==> src/rtl/marker_aligner.sv <==
module marker_aligner #(
  parameter int          DW     = 8,
  parameter logic [DW-1:0] MARKER = 8'hA1
) (
  input  logic          clk,
  input  logic          rst_n,
  input  logic          align_req,
  input  logic [DW-1:0] din,
  output logic [DW-1:0] dout,
  output logic          done
);
  localparam int OFFW = $clog2(DW);
  localparam int WINW = 2 * DW;

  logic [DW-1:0]   prev_q;
  logic [WINW-1:0] window;
  logic [DW-1:0]   slc [DW];
  logic [DW-1:0]   hit;
  logic [OFFW-1:0] hit_idx, off_q, off_n;
  logic            srch_q, srch_n, done_q, done_n;
  logic [DW-1:0]   dout_q;

  assign window = {prev_q, din};

  for (genvar k = 0; k < DW; k++) begin : g_slice
    assign slc[k] = window[k+DW-1:k];
    assign hit[k] = (slc[k] == MARKER);
  end

  always_comb begin
    hit_idx = '0;
    for (int k = DW - 1; k >= 0; k--)
      if (hit[k]) hit_idx = OFFW'(k);
  end

  always_comb begin
    srch_n = srch_q;
    done_n = done_q;
    off_n  = off_q;
    if (align_req) begin
      srch_n = 1'b1;
      done_n = 1'b0;
    end else if (srch_q && |hit) begin
      srch_n = 1'b0;
      done_n = 1'b1;
      off_n  = hit_idx;
    end
  end

  always_ff @(posedge clk or negedge rst_n) begin
    if (!rst_n) begin
      prev_q <= '0;
      srch_q <= 1'b0;
      done_q <= 1'b0;
      off_q  <= '0;
      dout_q <= '0;
    end else begin
      prev_q <= din;
      srch_q <= srch_n;
      done_q <= done_n;
      off_q  <= off_n;
      dout_q <= done_n ? slc[off_n] : '0;
    end
  end

  assign dout = dout_q;
  assign done = done_q;
endmodule


==> config.mk <==
export PLATFORM = sky130hd
export DESIGN_NAME = marker_aligner
export DESIGN_NICKNAME = d
export VERILOG_FILES = /design/src/rtl/marker_aligner.sv
export SDC_FILE = /design/constraint.sdc
export NUM_CORES = 1
export LEC_CHECK = 0
export BUFFER_PORTS_ARGS = -buffer_cell sky130_fd_sc_hd__buf_2
export CORE_ASPECT_RATIO = 0.7
export CORE_MARGIN = 1
export CORE_UTILIZATION = 46
export DETAILED_ROUTE_END_ITERATION = 8
export PLACE_DENSITY = 0.67
export SLEW_MARGIN = 20
export SYNTH_ARGS = -nofsm -noshare
export SYNTH_HDL_FRONTEND = slang
export SYNTH_SLANG_ARGS = --single-unit
==> constraint.sdc <==
create_clock -name clk -period 5.7 [get_ports clk]
set_input_delay 0.855 -clock clk [delete_from_list [all_inputs] [get_ports clk]]
set_output_delay 0.855 -clock clk [all_outputs]
set_load 0.02 [all_outputs]
==> metrics.md <==
| Metric | Value |
|---|---|
| Actual slew at the worst max-slew pin | `1040 ps` |
| Site row count | `15` |
| Total leakage power | `0.0007587 uW` |
| Worst Path Arrival | `3590 ps` |
| Unrepaired setup endpoints after global routing | `false` |
| Clock root buffer master | `clkbuf_8` |
| Synth top cells by count | `dfrtp_1 (20), mux2i_1 (16), nand2_1 (8), inv_1 (4), o22ai_1 (4)` |
| Count of cell types in the netlist | `47` |
| Footprint of the multi-input gates | `716.9 um2` |
| Reg-to-Reg Start | `prev_q[2]` |
| Reg2reg path depth | `7` |
| Chip Height | `45.88 um` |
| Post-synth EDFFs | `0` |
| Worst skew pair latency | `260 ps` |
| Final clock skew | `approximately 6.2 ps` |
| Post-route ant nets | `0` |
| CTS Buf Count | `3` |
| First-pass GRT wire length | `5.023 mm` |
| Reg area | `~500 um2` |
| Largest net degree at the start of global routing | `21` |
| Setup-failing EPs final | `0` |
| Min-delay worst type | `register to register` |
| N_diodes | `0` |
| Nets | `147` |
| Max Freq | `289.6 MHz` |
| CP max FO | `15` |
| Antenna violations before repair | `0` |
| GPL Wtd Cong | `around 0.91` |
| Min Tclk post-route | `3453 ps` |
| Cell Pwr Density | `247.7 nW/um2` |
| # IOs | `20` |
| CTS tree | `done` |
| Run status | `finished clean` |
| Crit path to | `dout[0]` |
| Setup TNS | `0 ps` |
| Number of synthesized register bits | `20` |
| Max-cap viol count | `0` |
| Final core occ | `0.5719` |
| Mapped Avg Cell Area | `approximately 11 um2` |
| Clock Pin Slew Worst Setup and Hold Paths | `~70 ps` |
| Post-Place Cell Area | `about 1400 um2` |
| Bufs on Longest Clock Path | `2` |
| Synthesized Nets | `~130` |
| Port buffer count | `19` |
| Layout cell share with drive strength beyond 1 | `0.2593` |
| Worst setup path category | `input port to register` |
| Final hold viol count | `0` |
| Post-CTS sizing | `0` |
| Vias in the first global route | `1010` |
| Starting Density | `0.4993` |
| FF-to-FF End | `dout[0]` |
| Worst Path Required | `5840 ps` |
| Critical path origin | `din[3]` |
| Routed WL | `3.140 mm` |
| Setup Fix Bufs, Post-CTS | `0` |
| H-tree Lvls | `1` |
| Main flop type after synthesis | `dfrtp_1` |
| Vias | `1081` |
| Cts hold-fix bufs | `0` |
| DPL Wire Length | `2.222 mm` |
| DRC Markers | `0` |
| Slew headroom | `0.3066` |
| Post-Synthesis Cell Area | `1265 um2` |
| Synth top area cells | `dfrtp_1 (40%), mux2i_1 (13%), nand2_1 (2.4%)` |
| Final Slew Violations | `0` |
| GRT overflow | `0` |
| Die area | `2967 um2` |
| CP endpoint kind | `register` |
| Final Cell Area | `1449 um2` |
| Top-area cell type share of the netlist area | `0.3956` |
| Total global-route track usage | `0.2381` |
| Layout overhead on the synthesized area | `14.54%` |
| 1st-pass router iterations | `4` |
| Initial DRC count | `a little over 90` |
| Fin crit share | `0.6058` |
| Routed len/inst | `18.58 um` |
| Startpoint types | `input port` |
| Core ar. | `2534 um2` |
| Peak supply drop | `approximately 0.15 mV` |
| Register area share after synthesis | `0.3956` |
| Vias per inst | `6.396` |
| Ys async rst share | `1.000` |
| Synth Instances | `114` |
| Die Width | `approximately 65 um` |
| YS warnings | `0` |
| Cell taking the most area after synthesis | `dfrtp_1` |
| Fill cells | `between 200 and 250` |
| Worst reg-to-reg setup slack | `2530 ps` |
| CTS sink cnt | `20` |
| Most frequent cell after synthesis | `dfrtp_1` |
[critical path, stage by stage]
cell and delay [ps]:
buf_2 150, or4_1 530, or3_4 380, nand4b_4 140, o31ai_4 90, mux2i_4 610, mux2_2 460, a221o_1 370
[state kept, by name (all words and copies together), names as in the netlist]
signal,flops
dout,8
prev_q,7
srch_q,1
off_q,3
done,1
[metrics by stage]
stage               setup slack, ps  instances  power (uW)  hold slack, ps
floorplan                      2612        114       196.3           442.8
detailed placement             2014        165       216.5           470.4
global placement               2047        165       215.5           469.5
global route                   2158        169       371.3           508.4
finish                         2247        169       358.8           489.8
CTS                            2279        169       359.1           493.4
[cell usage in the layout, fill, tap and decap left out, types with 4 or more instances in the layout]
master	netlist	routed
mux2i_1	16	16
buf_2	1	19
dfrtp_1	20	20
nand2_1	8	8
inv_1	4	4
o22ai_1	4	4
[kinds of logic after synthesis]
kind of cell,after synthesis,share of synthesized area
AND/OR/NAND/NOR,40,0.2196
AO/OA/AOI/OAI,25,0.1672
multiplexers,21,0.1800
flip-flops,20,0.3956
buffers and inverters,8,0.03758
[where the power goes]
part           switching (uW)  internal (uW)  total, uW
clock network            49.5           93.8        143
registers                6.67            150        156
logic                    36.9           22.3       59.2
[worst min path at each step]
stage,slack (ps),end,start,cells after the start
final,490,srch_q,srch_q,1
after global routing,510,srch_q,srch_q,1
after CTS,490,srch_q,srch_q,1
after detailed placement,470,srch_q,srch_q,1
after global placement,470,srch_q,srch_q,1
after floorplan,440,srch_q,srch_q,1
[cell type report]
cell class / count / area share
multi-input cells: 86 / 0.4948
flip-flops and latches: 20 / 0.3454
repair buffers: 19 / 0.06563
well taps: 34 / 0.02936
clock buffers: 3 / 0.02850
clock inverters: 1 / 0.02073
inverters: 6 / 0.01554
[metal layers]
layer,vias up,routed length (um),global-route usage
met2,65,1359,0.3600
met1,520,1419,0.3328
met4,0,43,0.07556
li1,485,-,-
met5,-,0,0
met3,11,318,0.06500
(Power assumes the default switching activity.)
